File: config.mk
export PLATFORM = sky130hd
export DESIGN_NAME = peel_ctrl
export DESIGN_NICKNAME = d
export VERILOG_FILES = /design/src/rtl/dag_round_pkg.sv /design/src/rtl/peel_ctrl.sv
export SDC_FILE = /design/constraint.sdc
export NUM_CORES = 1
export LEC_CHECK = 0
export CORE_MARGIN = 2
export CORE_UTILIZATION = 40
export DETAILED_ROUTE_END_ITERATION = 8
export DONT_BUFFER_PORTS = 1
export HOLD_SLACK_MARGIN = 0.15
export MAX_ROUTING_LAYER = met4
export RECOVER_POWER = 50
export SLEW_MARGIN = 20
export SYNTH_ARGS = -nofsm -noshare
export SYNTH_HDL_FRONTEND = slang
export SYNTH_SLANG_ARGS = --single-unit
File: constraint.sdc
create_clock -name clk -period 1.96 [get_ports clk]
set_clock_uncertainty 0.15 [all_clocks]
set_input_delay 0.294 -clock clk [delete_from_list [all_inputs] [get_ports clk]]
set_output_delay 0.294 -clock clk [all_outputs]
set_load 0.01 [all_outputs]
File: src/rtl/dag_round_pkg.sv
package dag_round_pkg;
  typedef enum logic {
    ST_IDLE = 1'b0,
    ST_PEEL = 1'b1
  } peel_state_e;
endpackage

File: src/rtl/peel_ctrl.sv
module peel_ctrl
  import dag_round_pkg::*;
#(
  parameter int P  = 8,
  parameter int CW = $clog2(P + 1)
) (
  input  logic          clk,
  input  logic          rst,
  input  logic          start_i,
  input  logic [P-1:0]  mask_i,
  input  logic [P-1:0]  sinks_i,
  output logic [P-1:0]  alive_o,
  output logic          busy_o,
  output logic          done_o,
  output logic          loop_o,
  output logic [CW-1:0] order_o
);
  peel_state_e   st_q;
  logic [P-1:0]  alive_q;
  logic [CW-1:0] step_q;
  logic [P-1:0]  left_d;
  logic [CW-1:0] step_inc;

  assign left_d   = alive_q & ~sinks_i;
  assign step_inc = step_q + CW'(1);

  always_ff @(posedge clk) begin
    if (rst) begin
      st_q    <= ST_IDLE;
      alive_q <= '0;
      step_q  <= '0;
      done_o  <= 1'b0;
      loop_o  <= 1'b0;
      order_o <= '0;
    end else begin
      done_o <= 1'b0;
      case (st_q)
        ST_IDLE: begin
          if (start_i) begin
            if (mask_i == '0) begin
              done_o  <= 1'b1;
              loop_o  <= 1'b0;
              order_o <= '0;
            end else begin
              alive_q <= mask_i;
              step_q  <= '0;
              st_q    <= ST_PEEL;
            end
          end
        end
        ST_PEEL: begin
          if (sinks_i == '0) begin
            done_o  <= 1'b1;
            loop_o  <= 1'b1;
            order_o <= step_q;
            st_q    <= ST_IDLE;
          end else begin
            alive_q <= left_d;
            step_q  <= step_inc;
            if (left_d == '0) begin
              done_o  <= 1'b1;
              loop_o  <= 1'b0;
              order_o <= step_inc;
              st_q    <= ST_IDLE;
            end
          end
        end
        default: st_q <= ST_IDLE;
      endcase
    end
  end

  assign alive_o = alive_q;
  assign busy_o  = (st_q == ST_PEEL);
endmodule

Yosys cells after proc, flatten, opt, wreduce, memory -nomap -nowiden
Cells that the tools add are included.

Memory bits (read-only): 0. Memories: 0. Latch bits: 0. Memory bits (writable): 0. Output and inout port bits: 15. Word-level logic and storage cells: 48. Register bits: 19.

Muxes and demuxes: 28. $lt $le $gt $ge: 0. Multiply operators: 0. Add/subtract/negate cells: 1. Bitwise gates (word level): 3. Divide/modulo/power cells: 0. Shift operators: 0. Equality and inequality tests: 5. Reduce and logical (&&, ||, !) cells: 5.

Operator list (count): 2-to-1 mux 4 bit (7); zero test 8 bit (3); 2-to-1 mux 8 bit (3); case mux 4 bit (2 select lines) (2); case mux 8 bit (2 select lines) (1); 2-to-1 mux 1 bit (12); AND 8 bit (1); != test 2 bit (second input constant) (4); NOT 8 bit (1); case mux 1 bit (2 select lines) (3); AND reduction 3 bit (2); adder 4 x 1 -> 4 bit (second input constant) (1); != test 3 x 1 -> 1 bit (second input constant) (1); NOT 1 bit (1).

Depth between registers and ports, before layout
Gate-level depths: netlist of the first run.

Depth in word-level cells: 6. Depth in mapped cells: 6. Depth with buffers taken out: 6.

Worst setup path after synthesis of the first run
No wires, ideal clock.

Kind: register to register. Start point: register alive_q[1] (netlist: alive_o[1]). End point: register order_o[0]. Data arrival time: 1.326 ns. Stages on the path, launching flop included: 6. Library setup time: 0.072 ns. Required time: 1.738 ns. Path buffers: 0. Path slack: 0.412 ns. Cell sequence: dfxtp_1 > inv_1 > o22ai_1 > o41a_4 > nor2_4 > mux2i_1.

Word-level cells in the longest chain between the ends: 4.

Ends and longest elaborated chain: from (decl) (RTL line peel_ctrl.sv:19) `logic [P-1:0] alive_q;`; from (signal assigned) (RTL line peel_ctrl.sv:45) `alive_q <= mask_i;`; from (signal assigned) (RTL line peel_ctrl.sv:58) `alive_q <= left_d;`; AND 8 bit (RTL line peel_ctrl.sv:24) `assign left_d = alive_q & ~sinks_i;`; zero test 8 bit (RTL line peel_ctrl.sv:60) `if (left_d == '0) begin`; != test 3 x 1 -> 1 bit (no line); AND reduction 3 bit (no line); to (signal assigned) (RTL line peel_ctrl.sv:55) `order_o <= step_q;`; to (signal assigned) (RTL line peel_ctrl.sv:63) `order_o <= step_inc;`; to (decl) (RTL line peel_ctrl.sv:16) `output logic [CW-1:0] order_o`.

Every way passes these cells. A chain may end at the register's enable or synchronous reset.

Final worst setup path of the first run
Start point: input sinks_i[0]. End point: register order_o[2].

Word-level cells in the longest chain between the ends: 5. Elaborated cells between the ends (all ways): 8.

Ends and longest elaborated chain: from (decl) (RTL line peel_ctrl.sv:11) `input logic [P-1:0] sinks_i,`; NOT 8 bit (RTL line peel_ctrl.sv:24); AND 8 bit (RTL line peel_ctrl.sv:24); zero test 8 bit (RTL line peel_ctrl.sv:60); != test 3 x 1 -> 1 bit (no line); AND reduction 3 bit (no line).

Parallel ways exist; a longest one is shown, timed or not.

==> flow_summary.yaml, run 1 <==
sta:
  period_share_pct: 97.42
  drv_slew: 0
  min_period_ps: 1909
  slew_headroom_pct: 63.32
  setup_viol: 0
  hold_ws_ps: 179.0
  fmax_mhz: 523.7
  worstMarginPinSlew_ps: 548.2
  finalHoldViolations: 0
critical_path:
  crit_type: "input pin to flop"
  path_max_fanout: 8
  crit_arrival_ps: 2000
  cp-start-kind: "input pin"
  crit_chain: "dlygate4sd3_1, nor4_4, a21boi_4, o41a_4, nor2_4, mux2i_1"
  slowest_stage: "dlygate4sd3_1"
  critPathCaptureType: "flop"
  cpPeakStageDelay_ps: 590
  critPathRequiredTime_ps: 2050
yosys:
  synth_edf_count: 0
  netlist_top_cells_area: "dfxtp_1 (39%), a32o_1 (6.2%), mux2i_1 (5.2%)"
  async_flop_share_pct: 0
  synth_simple_gate_area_share_pct: 20.75
  syn-num-nets: 125
  synth_cell_type_count: 31
  synth_top_cells_by_count: "dfxtp_1 (19), nand2_1 (12), inv_1 (11), a21oi_1 (8), a32o_1 (6)"
  synth_most_common_cell: "dfxtp_1"
  synth-xor-area-share_pct: 2.706
  synth_top_family_by_area: "compound AO/OA/AOI/OAI gates"
  netlist_area_sq_um: 970.9
  synth_top_area_share_pct: 39.18
  synth_compound_gate_area_share_pct: 25.52
  yosys.area.top_type: "dfxtp_1"
  synth_fa_ha_area_share_pct: 1.289
  synth.mux.area_fraction_pct: 5.155
  syn_area_per_cell_sq_um: 9.247
  yosysWarnings: 0
  netlist_instances: 105
  ys_ff_latch: 19
  yosysSeqAreaShare_pct: 39.18
  synth-main-ff-cell: "dfxtp_1"
cts:
  cts_buffers: 3
  clockRootBuffer: "clkbuf_4"
  cts.sinks: 19
  clk_latency_ps: 300
  clk_pin_slew_ps: 110
  cts_htree_levels: 1
  clock_path_buffers: 2
  cts_tree: "done"
layout:
  nets: 149
  drive_gt1_share_pct: 10.94
  areaGrowthSynthToFinish_pct: 26.29
  insertedDiodeCount: 0
  instances_no_fill: 156
worst_hold_path:
  hp-class: "input pin to flop"
die:
  io_pins: 34
  core.rowCount: 17
  die_h_microns: 53.27
  start_util_pct: 43.06
  die_area_sq_um: 2837
  coreArea_sq_um: 2255
  die_x_microns: 53.27
placed_design:
  place.gp.congestion: 0.7837
  dp_hpwl_microns: 1709
  place_inst: 132
  numPortBuffers: 0
route:
  drt_iter0_drc: 39
  drt_wl_total_microns: 2653
  routed_via_density: 5.821
  dr.pass1.iters: 4
  wl_per_cell_microns: 17.01
  vias: 908
  final_antenna_net_count: 0
  drc: 0
power:
  finalPower_uw: 779.8
  p_leak_nw: 0.4566
  p_per_area_nw_per_um2: 635.9
  peakVddDrop_mv: 0.3837
global_routing:
  grt_pass1_vias: 828
  grt_max_degree: 16
  grt.overflow.total: 0
  antenna_found_initial: 0
  gr-usage-all-layers_pct: 20.54
  grt_pass1_wl_microns: 4036
run_status:
  status: "complete, no violations"
job:
  drv_cap: 0
==> layer usage <==
| layer | track usage (%) | vias to the layer above | wire length [microns] |
|---|---|---|---|
| met5 | - | - | 0 |
| met4 | 6.838 | 0 | 17 |
| met3 | 7.345 | 2 | 240 |
| met2 | 31.48 | 51 | 1270 |
| met1 | 24.96 | 429 | 1125 |
| li1 | - | 426 | - |
==> flip-flops by register name (all words and copies together) (netlist names) <==
register  flops
alive_o       8
busy_o        1
done_o        1
loop_o        1
order_o       4
step_q        4
==> power by group <==
part	internal [mW]	leakage [nW]	total, mW	switching, mW
logic	0.0687	0.287	0.147	0.0779
clock network	0.0794	0.0150	0.205	0.126
registers	0.403	0.155	0.428	0.0244
==> kinds of logic after synthesis <==
family | count (synthesis)
and+or+nand+nor | 33
AOI/OAI and AO/OA | 30
DFF | 19
buffers and inverters | 14
muxes | 5
xor gates and xnor gates | 3
adders and majority gates | 1
==> final cells by class <==
type	instances	area, sq um
sequential	19	380.4
tap	28	35.03
timing repair buffer	21	201.4
multi-input combinational	72	538.0
fill	211	1028
inverter	12	45.04
clock buffer	4	26.28
==> through the flow <==
stage / instance area [sq um] / utilization, % / worst slack (ps) / setup TNS [ps]
3_5_place_dp: 1006 / 44.62 / 221.2 / 0
2_1_floorplan: 970.9 / - / 412.1 / 0
5_1_grt: 1226 / 54.38 / -1.555 / -1.555
4_1_cts: 1212 / 53.77 / 1.140 / 0
3_3_place_gp: 1006 / 44.62 / 247.8 / 0
6_report: 1226 / 54.38 / 50.57 / 0
==> cell usage in the layout (no fill, tap or decap), types with 3 or more instances in the layout <==
master,instances
a21oi_1,8
a32o_1,6
clkbuf_4,3
dfxtp_1,19
dlygate4sd3_1,17
inv_1,11
mux2i_1,5
nand2_1,12
nand2b_1,5
nor2_1,5
o22ai_1,3
xor2_1,3
==> worst paths after layout <==
path,startpoint,end,slack (ps),cells past startpoint
worst max-delay path,sinks_i[0],order_o[2]$_SDFFE_PP0P_,50,6
worst min register to register,step_q[3]$_SDFFE_PP0P_,step_q[3]$_SDFFE_PP0P_,350,1
worst min-delay path,rst,alive_o[2]$_SDFFE_PP0P_,180,2
worst max register to register,busy_o$_SDFF_PP0_,alive_o[0]$_SDFFE_PP0P_,280,4
==> critical path: cells and delay by family <==
family,cells,cell delay (ps)
buffers and inverters,1,590
multiplexers,1,200
AO/OA/AOI/OAI,2,340
AND/OR/NAND/NOR,2,570
==> timing repair <==
item,4_1_cts,5_1_grt
setup endpoints to repair,0,7
endpoints found under the hold margin,19,0
buffers inserted,0,2
gates resized for setup,0,1
hold buffers,18,0
No activity file was read; power rests on OpenSTA's default activity.
==> run 2, diff against run 1 <==
clock period = 2.3 ns   (was 1.96 ns; I/O delays follow)
==> flow_summary.yaml, run 2 (synthesis gave the netlist of run 1 again) <==
cts:
  cts.sinks: 19
  clockRootBuffer: "clkbuf_4"
  cts_tree: "done"
  cts_buffers: 3
  clk_pin_slew_ps: 110
  cts_htree_levels: 1
  clk_latency_ps: 310
  clock_path_buffers: 2
  cts_setup_buffers: 0
global_routing:
  antenna_found_initial: 0
  grt_pass1_vias: 836
  grt.overflow.total: 0
  gr-usage-all-layers_pct: 18.96
  grt_pass1_wl_microns: 3746
  grt_max_degree: 15
sta:
  rsz0062_at_grt: "false"
  setup_viol: 0
  fmax_mhz: 486.0
  worstMarginPinSlew_ps: 532.2
  fin_setup_tns_ps: 0
  finalHoldViolations: 0
  min_period_ps: 2058
  period_share_pct: 89.46
  slew_headroom_pct: 64.35
  drv_slew: 0
route:
  routed_via_density: 5.717
  final_antenna_net_count: 0
  wl_per_cell_microns: 15.30
  drc: 0
  drt_wl_total_microns: 2325
  vias: 869
  dr.pass1.iters: 5
  drt_iter0_drc: 34
critical_path:
  crit_type: "flop to flop"
  critPathCaptureType: "flop"
  critPathRequiredTime_ps: 2410
  path_max_fanout: 13
  cp-start-kind: "flop"
  crit_arrival_ps: 2170
run_status:
  status: "complete, no violations"
layout:
  areaGrowthSynthToFinish_pct: 23.07
  final_cell_mix: "dfxtp_1 (18), dlygate4sd3_1 (17), nand2_1 (12)"
  largest_reg_flops: 8
  drive_gt1_share_pct: 11.29
  final_common_cell: "dfxtp_1"
  insertedDiodeCount: 0
  instances_no_fill: 152
  post-route-util_pct: 53.00
  nets: 145
job:
  drv_cap: 0
die:
  io_pins: 34
  die_area_sq_um: 2837
  core.rowCount: 17
  die_h_microns: 53.27
  die_x_microns: 53.27
  start_util_pct: 43.06
  coreArea_sq_um: 2255
placed_design:
  dp_hpwl_microns: 1604
  numPortBuffers: 0
  place.gp.congestion: 0.7431
  place_inst: 131
power:
  p_per_area_nw_per_um2: 547.3
  p_leak_nw: 0.4437
  peakVddDrop_mv: 0.3750
worst_hold_path:
  hp-class: "input pin to flop"
## run 2: report_power, final
part | total [mW] | internal [mW] | switching, mW | leakage [nW]
clock network | 0.179 | 0.0679 | 0.111 | 0.0150
logic | 0.108 | 0.0559 | 0.0523 | 0.273
registers | 0.367 | 0.344 | 0.0228 | 0.155
total | 0.654 | 0.468 | 0.186 | 0.444
## run 2: worst paths after layout
check,startpoint,endpoint,slack [ps],cells past startpoint
setup / recovery,busy_o$_SDFF_PP0_,alive_o[4]$_SDFFE_PP0P_,240,6
hold / removal,sinks_i[6],alive_o[6]$_SDFFE_PP0P_,180,3
hold reg to reg,step_q[3]$_SDFFE_PP0P_,step_q[3]$_SDFFE_PP0P_,350,1
setup reg to reg,busy_o$_SDFF_PP0_,alive_o[4]$_SDFFE_PP0P_,240,6
## run 2: per-layer routing
layer  up-vias  part of all wire, %  track usage, %
met3         5                   10           5.085
li1        421                    -               -
met2        38                   45           26.54
met5         -                    0               -
met1       405                   43           24.78
met4         0                  2.1           9.829
## run 2: per-stage QoR
stage / cell area [sq um] / power (mW) / worst slack [ps] / hold WS (ps)
global route: 1195 / 0.6870 / 105.5 / 216.3
CTS: 1185 / 0.6587 / 34.02 / 170.3
detailed placement: 998.5 / 0.4545 / 469.0 / 271.0
finish: 1195 / 0.6539 / 242.4 / 183.8
global placement: 998.5 / 0.4541 / 496.9 / 270.0
floorplan: 970.9 / 0.4406 / 732.3 / 303.5
## run 2: cell type report
type,count,area [sq um]
tap,28,35.03
fill,219,1060
timing repair buffer,17,170.2
sequential,19,381.6
clock buffer,4,26.28
inverter,12,45.04
multi-input combinational,72,536.8
## run 2: what timing repair did
| action | in CTS | in global routing |
|---|---|---|
| hold buffers | 16 | 1 |
| endpoints found under the hold margin | 19 | 1 |
| gates resized for setup | 0 | 3 |
| setup endpoints to repair | 0 | 6 |
## run 2: worst max-delay path, stage by stage, from the launching register on
cell           delay, ps
dfxtp_2              500
nand2b_1             200
a21oi_2               70
nor2_1               330
a21oi_1               70
o21ai_1              130
dlygate4sd3_1        560
==> run 3, diff against run 2 <==
CORE_UTILIZATION = 30   (was 40)
==> flow_summary.yaml, run 3 (synthesis gave the netlist of run 1 again) <==
power:
  p_per_area_nw_per_um2: 535.5
  p_int_uw: 466.0
  combPwrFrac_pct: 17.1
  swShare_pct: 28.88
  peakVddDrop_mv: 0.1578
  clkPwrFrac_pct: 26.8
  p_leak_nw: 0.4479
  finalPower_uw: 655.3
  sequentialPowerShare_pct: 56.1
  p_sw_uw: 189.2
sta:
  fin_setup_tns_ps: 0
  fmax_mhz: 482.3
  min_period_ps: 2074
  slew_headroom_pct: 62.34
  finalHoldViolations: 0
  worstMarginPinSlew_ps: 559.8
  drv_slew: 0
  rsz0062_at_grt: "false"
  setup_viol: 0
  period_share_pct: 90.15
  fin_ws_ps: 226.5
cts:
  cts_tree: "done"
  clock_path_buffers: 2
  clockRootBuffer: "clkbuf_4"
  clk_pin_slew_ps: 110
  cts_setup_buffers: 0
  cts_htree_levels: 1
  cts.sinks: 19
  clk_latency_ps: 310
  cts_buffers: 3
layout:
  final_cell_mix: "dfxtp_1 (18), dlygate4sd3_1 (17), nand2_1 (12)"
  insertedDiodeCount: 0
  final_area_sq_um: 1224
  areaGrowthSynthToFinish_pct: 26.03
  nets: 145
  largest_reg_flops: 8
  drive_gt1_share_pct: 12.90
  final_common_cell: "dfxtp_1"
worst_hold_path:
  worstHoldPathCells: 3
  hp-class: "input pin to flop"
route:
  dr.pass1.iters: 5
  drc: 0
  final_antenna_net_count: 0
  routed_via_density: 5.167
  vias: 868
  drt_iter0_drc: 38
  drt_wl_total_microns: 2519
  wl_per_cell_microns: 14.99
placed_design:
  place.gp.congestion: 0.8561
  numPortBuffers: 0
  dp_hpwl_microns: 1710
  placed_area_sq_um: 1018
  post-place-ws_ps: 470.6
critical_path:
  reg2reg_depth: 5
  critPathCaptureType: "flop"
  crit_type: "flop to flop"
  critPathRequiredTime_ps: 2360
  cp-start-kind: "flop"
  crit_arrival_ps: 2130
  path_max_fanout: 13
job:
  drv_cap: 0
die:
  die_x_microns: 60.89
  io_pins: 34
  die_area_sq_um: 3708
  coreArea_sq_um: 3078
  core.rowCount: 20
  start_util_pct: 31.54
  die_h_microns: 60.89
global_routing:
  grt_pass1_wl_microns: 4057
  gr-usage-all-layers_pct: 15.31
  grt.overflow.total: 0
  grt_pass1_vias: 848
  grt_max_degree: 15
  antenna_found_initial: 0
run_status:
  status: "complete, no violations"
==> run 3: worst max-delay path, stage by stage, from the launching register on <==
cell,delay [ps]
dfxtp_2,420
nand2b_1,210
a21oi_2,250
nor2_2,130
a32o_1,250
dlygate4sd3_1,560
==> run 3: worst paths after layout <==
kind                          startpoint                       to  slack, ps
setup / recovery       busy_o$_SDFF_PP0_  alive_o[5]$_SDFFE_PP0P_        230
setup reg to reg       busy_o$_SDFF_PP0_  alive_o[5]$_SDFFE_PP0P_        230
hold / removal                sinks_i[7]      loop_o$_SDFFE_PP0P_        180
hold reg to reg   step_q[3]$_SDFFE_PP0P_   step_q[3]$_SDFFE_PP0P_        370
==> run 3: stage by stage <==
step	util [%]	std cells	hold slack, ps
after floorplan	-	105	303.5
after global placement	33.09	147	271.2
after detailed placement	33.09	147	271.9
after CTS	39.19	167	175.1
after global routing	39.76	168	191.9
final	39.76	168	184.4
==> run 3: layout make-up <==
type / instances / area (sq um)
fill: 316 / 1854
timing repair buffer: 17 / 170.2
clock buffer: 3 / 22.52
sequential: 19 / 381.6
multi-input combinational: 72 / 544.3
tap: 44 / 55.05
clock inverter: 1 / 5.005
inverter: 12 / 45.04
==> run 3: power by group through the flow <==
stage | registers (mW) | logic (mW) | clock network (mW)
after floorplan | 0.367 | 0.0734 | 0
after global placement | 0.374 | 0.0796 | 0
after detailed placement | 0.375 | 0.0805 | 0
after CTS | 0.367 | 0.107 | 0.178
after global routing | 0.371 | 0.123 | 0.198
final | 0.368 | 0.112 | 0.176
==> run 3: per-layer routing <==
| metal | up-vias | part of all wire (%) | track usage [%] |
|---|---|---|---|
| li1 | 422 | - | - |
| met1 | 418 | 43 | 17.20 |
| met2 | 23 | 50 | 25.04 |
| met3 | 5 | 5.2 | 4.478 |
| met4 | 0 | 1.8 | 6.832 |
| met5 | - | 0 | - |
==> run 3: repair_timing <==
item,4_1_cts,5_1_grt
resized for setup,0,3
hold buffers,16,1
hold endpoints to repair,19,1
setup endpoints to repair,0,6
